## src/rtl/rotmask_pkg.sv

```systemverilog
package rotmask_pkg;

  // Condition field layout: bit 3 LT, bit 2 GT, bit 1 EQ, bit 0 SO
  typedef struct packed {
    logic lt;
    logic gt;
    logic eq;
    logic so;
  } cond_field_t;

  typedef enum logic {
    MERGE_ZERO   = 1'b0,
    MERGE_INSERT = 1'b1
  } merge_mode_e;

endpackage

```

## src/rtl/rotmask_rotator.sv

```systemverilog
module rotmask_rotator #(
  parameter int W  = 32,
  parameter int AW = $clog2(W)
) (
  input  logic [W-1:0]  din,
  input  logic [AW-1:0] amt,
  output logic [W-1:0]  dout
);

  // stage[s] holds the word after the amount bits below s have been applied
  logic [W-1:0] stage [0:AW];

  assign stage[0] = din;

  for (genvar s = 0; s < AW; s++) begin : g_stage
    localparam int SH = 1 << s;
    assign stage[s+1] = amt[s] ? {stage[s][W-1-SH:0], stage[s][W-1:W-SH]}
                               : stage[s];
  end

  assign dout = stage[AW];

endmodule

```

## src/rtl/rotmask_maskgen.sv

```systemverilog
module rotmask_maskgen #(
  parameter int W  = 32,
  parameter int AW = $clog2(W)
) (
  input  logic [AW-1:0] first_pos,
  input  logic [AW-1:0] last_pos,
  output logic [W-1:0]  mask,
  output logic          wraps
);

  // Decides whether MSB-first position p is inside the mask
  function automatic logic in_span(input int p, input logic [AW-1:0] b,
                                   input logic [AW-1:0] e);
    logic ge_b, le_e;
    ge_b = (p >= int'(b));
    le_e = (p <= int'(e));
    if (b <= e) return ge_b && le_e;
    else        return ge_b || le_e;
  endfunction

  assign wraps = (first_pos > last_pos);

  for (genvar i = 0; i < W; i++) begin : g_bit
    localparam int POS = W - 1 - i;
    assign mask[i] = in_span(POS, first_pos, last_pos);
  end

endmodule

```

## src/rtl/rotmask_merge.sv

```systemverilog
module rotmask_merge
  import rotmask_pkg::*;
#(
  parameter int W = 32
) (
  input  logic [W-1:0] rotated,
  input  logic [W-1:0] mask,
  input  logic [W-1:0] dst_old,
  input  merge_mode_e  mode,
  input  logic         so_in,
  output logic [W-1:0] merged,
  output cond_field_t  cond
);

  function automatic logic [W-1:0] blend(input logic [W-1:0] r,
                                         input logic [W-1:0] m,
                                         input logic [W-1:0] d,
                                         input merge_mode_e md);
    logic [W-1:0] keep;
    keep = (md == MERGE_INSERT) ? (d & ~m) : '0;
    return (r & m) | keep;
  endfunction

  function automatic cond_field_t compare_zero(input logic [W-1:0] v,
                                               input logic so);
    cond_field_t c;
    c.lt = v[W-1];
    c.eq = (v == '0);
    c.gt = !c.lt && !c.eq;
    c.so = so;
    return c;
  endfunction

  assign merged = blend(rotated, mask, dst_old, mode);
  assign cond   = compare_zero(merged, so_in);

endmodule

```

## src/rtl/rotmask_unit.sv

```systemverilog
module rotmask_unit
  import rotmask_pkg::*;
#(
  parameter int W  = 32,
  parameter int AW = $clog2(W)
) (
  input  logic          clk,
  input  logic          rst_n,
  input  logic          in_valid,
  input  logic [W-1:0]  src_word,
  input  logic [W-1:0]  dst_old,
  input  logic [AW-1:0] amt_imm,
  input  logic [W-1:0]  amt_reg,
  input  logic          amt_sel_reg,
  input  logic [AW-1:0] mask_begin,
  input  logic [AW-1:0] mask_end,
  input  logic          insert_mode,
  input  logic          record,
  input  logic          so_in,
  output logic          out_valid,
  output logic [W-1:0]  result,
  output logic [3:0]    flags,
  output logic          flags_valid
);

  // Named internal events for the checks below
  logic [AW-1:0] amt_w;
  logic [W-1:0]  rot_w;
  logic [W-1:0]  mask_w;
  logic          wrap_w;
  logic [W-1:0]  merged_w;
  cond_field_t   cond_w;
  logic          rec_fire_w;
  logic          unused_amt_hi;

  assign amt_w         = amt_sel_reg ? amt_reg[AW-1:0] : amt_imm;
  assign unused_amt_hi = ^amt_reg[W-1:AW];
  assign rec_fire_w    = in_valid && record;

  rotmask_rotator #(.W(W), .AW(AW)) u_rot (
    .din  (src_word),
    .amt  (amt_w),
    .dout (rot_w)
  );

  rotmask_maskgen #(.W(W), .AW(AW)) u_mask (
    .first_pos (mask_begin),
    .last_pos  (mask_end),
    .mask      (mask_w),
    .wraps     (wrap_w)
  );

  rotmask_merge #(.W(W)) u_merge (
    .rotated (rot_w),
    .mask    (mask_w),
    .dst_old (dst_old),
    .mode    (merge_mode_e'(insert_mode)),
    .so_in   (so_in),
    .merged  (merged_w),
    .cond    (cond_w)
  );

  always_ff @(posedge clk or negedge rst_n) begin
    if (!rst_n) begin
      out_valid   <= 1'b0;
      flags_valid <= 1'b0;
      result      <= '0;
      flags       <= '0;
    end else begin
      out_valid   <= in_valid;
      flags_valid <= rec_fire_w;
      if (in_valid)   result <= merged_w;
      if (rec_fire_w) flags  <= cond_w;
    end
  end


  rot_popcount_chk: assert property (@(posedge clk) disable iff (!rst_n)
    in_valid |-> ($countones(rot_w) == $countones(src_word)));


  single_bit_mask_chk: assert property (@(posedge clk) disable iff (!rst_n)
    (in_valid && mask_begin == mask_end) |-> ($countones(mask_w) == 1));


  wrap_full_mask_chk: assert property (@(posedge clk) disable iff (!rst_n)
    (in_valid && wrap_w && mask_begin == mask_end + 1'b1) |-> (mask_w == '1));


  zero_outside_chk: assert property (@(posedge clk) disable iff (!rst_n)
    (in_valid && !insert_mode) |=> ((result & ~$past(mask_w)) == '0));


  insert_keep_chk: assert property (@(posedge clk) disable iff (!rst_n)
    (in_valid && insert_mode) |=>
      (((result ^ $past(dst_old)) & ~$past(mask_w)) == '0));


  flags_one_cmp_chk: assert property (@(posedge clk) disable iff (!rst_n)
    flags_valid |-> ($countones(flags[3:1]) == 1 && out_valid));


  flags_hold_chk: assert property (@(posedge clk) disable iff (!rst_n)
    !rec_fire_w |=> ($stable(flags) && !flags_valid));


  valid_follow_chk: assert property (@(posedge clk) disable iff (!rst_n)
    in_valid |=> out_valid);


  idle_hold_chk: assert property (@(posedge clk) disable iff (!rst_n)
    !in_valid |=> (!out_valid && $stable(result)));

endmodule

```

## config.mk

```make
export PLATFORM = sky130hd
export DESIGN_NAME = rotmask_unit
export DESIGN_NICKNAME = d
export VERILOG_FILES = /design/src/rtl/rotmask_pkg.sv /design/src/rtl/rotmask_rotator.sv /design/src/rtl/rotmask_maskgen.sv /design/src/rtl/rotmask_merge.sv /design/src/rtl/rotmask_unit.sv
export SDC_FILE = /design/constraint.sdc
export NUM_CORES = 1
export LEC_CHECK = 0
export ABC_AREA = 1
export BUFFER_PORTS_ARGS = -buffer_cell sky130_fd_sc_hd__buf_2
export CELL_PAD_IN_SITES_DETAIL_PLACEMENT = 1
export CELL_PAD_IN_SITES_GLOBAL_PLACEMENT = 1
export CORE_MARGIN = 2
export CORE_UTILIZATION = 39
export CTS_BUF_LIST = sky130_fd_sc_hd__clkbuf_16
export DETAILED_ROUTE_END_ITERATION = 16
export GPL_TIMING_DRIVEN = 1
export PLACE_DENSITY = 0.95
export REMOVE_ABC_BUFFERS = 1
export SYNTH_ARGS = -nofsm -noshare
export SYNTH_HDL_FRONTEND = slang
export SYNTH_HIERARCHICAL = 1
export SYNTH_SLANG_ARGS = --single-unit
export TNS_END_PERCENT = 1
```

## constraint.sdc

```tcl
create_clock -name clk -period 0.9 [get_ports clk]
set_input_delay 0.18 -clock clk [delete_from_list [all_inputs] [get_ports clk]]
set_output_delay 0.18 -clock clk [all_outputs]
set_load 0.02 [all_outputs]
```

==> results of run 1 <==
## layer usage
layer  GRT usage (%)  overflow
met5            43.8         1
met4            95.8       157
met3            77.3         8
met2             107       290
met1            84.8         7
## metrics by stage
stage / std cells / TNS [ns] / cell area (sq um) / hold slack, ns / util, %
after CTS: 1510 / -37.37 / 8800 / 0.167 / 57.9
after detailed placement: 1475 / -47.61 / 7550 / 0.162 / 49.7
after global placement: 1475 / -40.48 / 7550 / 0.159 / 49.7
after floorplan: 1046 / -126.39 / 5640 / -0.116 / -
## repair_timing
action	CTS
resized for setup	173
gates cloned	9
buffers inserted	17
endpoints found under the setup margin	73
hold buffers	1
hold endpoints to repair	38
pin swaps	49
==> flow_summary.json, run 1 <==
{
  "status": "aborted with a tool error",
  "failing_step": "5_1_grt",
  "stop_error": "[ERROR GRT-0232] Routing congestion too high. Check the congestion heatmap in the GUI.",
  "synth_area_sq_um": 6070,
  "grt_max_degree": 39,
  "die_x_um": 129,
  "die_h_um": 129,
  "io_pins": 156,
  "port_buffers": 128,
  "syn_inst": 1109,
  "place_congestion": 1.01,
  "worst_endpoint": "flags[2]$_DFFE_PN0P_/D",
  "preCtsSetupSlack_ns": -1.82,
  "cts.path.max_buffers": 2,
  "ys_warn_count": 6,
  "cts-root-buf": "clkbuf_16",
  "dp_hpwl_um": 23200,
  "rows": 45,
  "htreeDepth": 2,
  "grt_overflow": 463,
  "synth_area_per_cell_sq_um": 5.47,
  "grt_usage_pct": 89.7,
  "cts_sinks": 38,
  "floorplan.initialDensity_pct": 39.9,
  "cts_buffers": 5,
  "worst_path_end_type": "sequential cell input"
}
==> run 2, diff against run 1 <==
--- a/config.mk
+++ b/config.mk
@@ -7,14 +7,11 @@
 export LEC_CHECK = 0
 export ABC_AREA = 1
 export BUFFER_PORTS_ARGS = -buffer_cell sky130_fd_sc_hd__buf_2
-export CELL_PAD_IN_SITES_DETAIL_PLACEMENT = 1
-export CELL_PAD_IN_SITES_GLOBAL_PLACEMENT = 1
 export CORE_MARGIN = 2
-export CORE_UTILIZATION = 39
-export CTS_BUF_LIST = sky130_fd_sc_hd__clkbuf_16
+export CORE_UTILIZATION = 40
 export DETAILED_ROUTE_END_ITERATION = 16
 export GPL_TIMING_DRIVEN = 1
-export PLACE_DENSITY = 0.95
+export PLACE_DENSITY_LB_ADDON = 0.15
 export REMOVE_ABC_BUFFERS = 1
 export SYNTH_ARGS = -nofsm -noshare
 export SYNTH_HDL_FRONTEND = slang
==> flow_summary.json, run 2 <==
{
  "synth_area_sq_um": 6070,
  "die_area_sq_um": 16200,
  "critPathKind": "input pin to flip-flop",
  "antenna_found_initial": 0,
  "layout.cells.non_filler": 1521,
  "crit_path_start_kind": "input pin",
  "post_drt_wl_per_cell_um": 14.8,
  "area_growth_pct": 40.7,
  "synth_area_per_cell_sq_um": 5.47,
  "rows": 45,
  "cp_data_required_time_ns": 1.12,
  "place_area_sq_um": 7760,
  "setup_viol": 73,
  "power.density_nw_per_um2": 1310,
  "floorplan.initialDensity_pct": 40.4,
  "wirelength_um": 22600,
  "max-slew-margin-rel_pct": 73.9,
  "cts_buffers": 5,
  "finClkSkew_ns": 0,
  "power_frac_comb_pct": 60.2,
  "preCtsSetupSlack_ns": -1.63,
  "grt_usage_pct": 27.9,
  "drc_errors": 0,
  "via_count": 7840,
  "io_pins": 156,
  "diodes": 0,
  "syn_inst": 1109,
  "largest_reg_flops": 32,
  "failed_checks": "negative setup slack",
  "holdWs_ns": 0.134,
  "fin_crit_ns": 2.15,
  "vdd_ir_drop_max_uv": 979,
  "clkPwrFrac_pct": 20.4,
  "crit_fanout": 8,
  "r2r_setup_slack_ns": 0.22,
  "hold_violations": 0,
  "final_common_cell": "nand2_1",
  "crit_chain": "buf_2 -> buf_4 -> o21ai_4 -> buf_6 -> buf_6 -> nand3_2 -> nand3_2 -> nand3_1 -> nand3_1 -> nand2_1 -> inv_1 -> nand2_1 -> nand2_1 -> nand2_1 -> nor2_1 -> nand2_1 -> nor2_2 -> and2_1 -> nand3_1 -> nand2_1",
  "finalMaxSlewViolations": 0,
  "nets": 1455,
  "pwr-share-seq_pct": 19.4,
  "postRouteAntennaNets": 0,
  "design.core.area_sq_um": 15000,
  "maxCapViolCount": 0,
  "final_cell_area_sq_um": 8540,
  "grt_first_pass_wirelength_um": 36300,
  "drive_gt1_share_pct": 35.6,
  "slowest_delay_ns": 0.23,
  "worst_ep_arrival_time_ns": 2.37,
  "drtIter0Drc": 684,
  "crit_top_cell": "nand2_1",
  "cts.path.max_buffers": 2,
  "hp-class": "input pin to flip-flop",
  "status": "complete, but fails checks",
  "cpMaxStageDelayCell": "o21ai_4",
  "place_inst": 1502,
  "p_sw_share_pct": 43.9,
  "post-route-period-util_pct": 239,
  "fin_ws_ns": -1.25,
  "htreeDepth": 2,
  "p_leak_nw": 4.95,
  "grt_overflow": 0,
  "die_x_um": 127,
  "worst_slew_pin_slew_ns": 0.388,
  "path_clk_slew_ns": 0.06,
  "fin_util_pct": 56.8,
  "grt_pass1_vias": 7279,
  "cts_sinks": 38,
  "fillers": 1566,
  "dp_hpwl_um": 18500,
  "regMostFlops": "result",
  "cp-end-kind": "flip-flop",
  "reg_top3": "result x32, flags x4",
  "place_congestion": 0.985,
  "p_int_mw": 6.28,
  "crit_family": "simple AND/OR/NAND/NOR gates",
  "port_buffers": 128,
  "final_cell_mix": "nand2_1, nand3_1, inv_1",
  "ys_warn_count": 6,
  "grt_max_degree": 39,
  "fmax_mhz": 465,
  "cts_tree": "done",
  "insertion_delay_ns": 0.28,
  "path_buf_inv": 5,
  "drt_first_pass_iters": 5,
  "rsz0062_at_grt": "yes",
  "p_switching_mw": 4.91,
  "die_h_um": 127,
  "cts-root-buf": "clkbuf_16",
  "drt-vias-per-instance": 5.15
}
run 2: worst paths after layout:
check                                               to  cells after the start                  start
worst max register to register   result[6]$_DFFE_PN0P_                      2  result[6]$_DFFE_PN0P_
worst min register to register    flags[0]$_DFFE_PN0P_                      2   flags[0]$_DFFE_PN0P_
min in group asynchronous       result[10]$_DFFE_PN0P_                      3                  rst_n
worst max-delay path              flags[1]$_DFFE_PN0P_                     20            amt_sel_reg
max in group asynchronous       result[23]$_DFFE_PN0P_                      3                  rst_n
worst min-delay path              flags[0]$_DFFE_PN0P_                      3                  so_in
run 2: what timing repair did:
item,4_1_cts,5_1_grt
buffers inserted,6,2
hold buffers,1,0
resized for setup,103,20
pin swaps,22,6
setup endpoints to repair,73,73
hold endpoints to repair,38,0
gates cloned,2,0
run 2: power groups by stage:
stage | clock [mW] | sequential (mW) | combinational [mW]
5_1_grt | 2.39 | 2.21 | 7.43
6_report | 2.28 | 2.17 | 6.74
2_1_floorplan | 0 | 2.58 | 3.03
3_5_place_dp | 0 | 2.20 | 6.16
4_1_cts | 2.32 | 2.17 | 6.59
3_3_place_gp | 0 | 2.20 | 6.15
run 2: worst reg2reg max path, stage by stage (launching register included):
cell and delay (ns):
dfrtp_1 0.35, inv_1 0.05, o21ai_0 0.19
run 2: metal layers:
metal | vias to the layer above | GRT usage, % | part of all wire (%)
met1 | 3531 | 37.8 | 44
met3 | 45 | 2.76 | 6.6
met2 | 295 | 46.9 | 46
met5 | - | 0 | 0
met4 | 0 | 8.53 | 2.6
li1 | 3969 | - | -
run 2: cell type report:
class / count / area [sq um] / area share (%)
Sequential cell: 38 / 951 / 11.1
Inverter: 160 / 611 / 7.15
Clock buffer: 5 / 125 / 1.47
Timing Repair Buffer: 279 / 2000 / 23.5
Clock inverter: 3 / 68.8 / 0.806
Tap cell: 188 / 235 / 2.75
Multi-Input combinational cell: 848 / 4550 / 53.2
run 2: stage by stage:
step                total power, mW  TNS (ns)
floorplan                      5.61   -126.39
global placement               8.35    -45.65
detailed placement             8.36    -46.27
CTS                            11.1    -34.12
global route                   12.0    -42.38
finish                         11.2    -36.50
No activity file was read; power rests on OpenSTA's default activity.
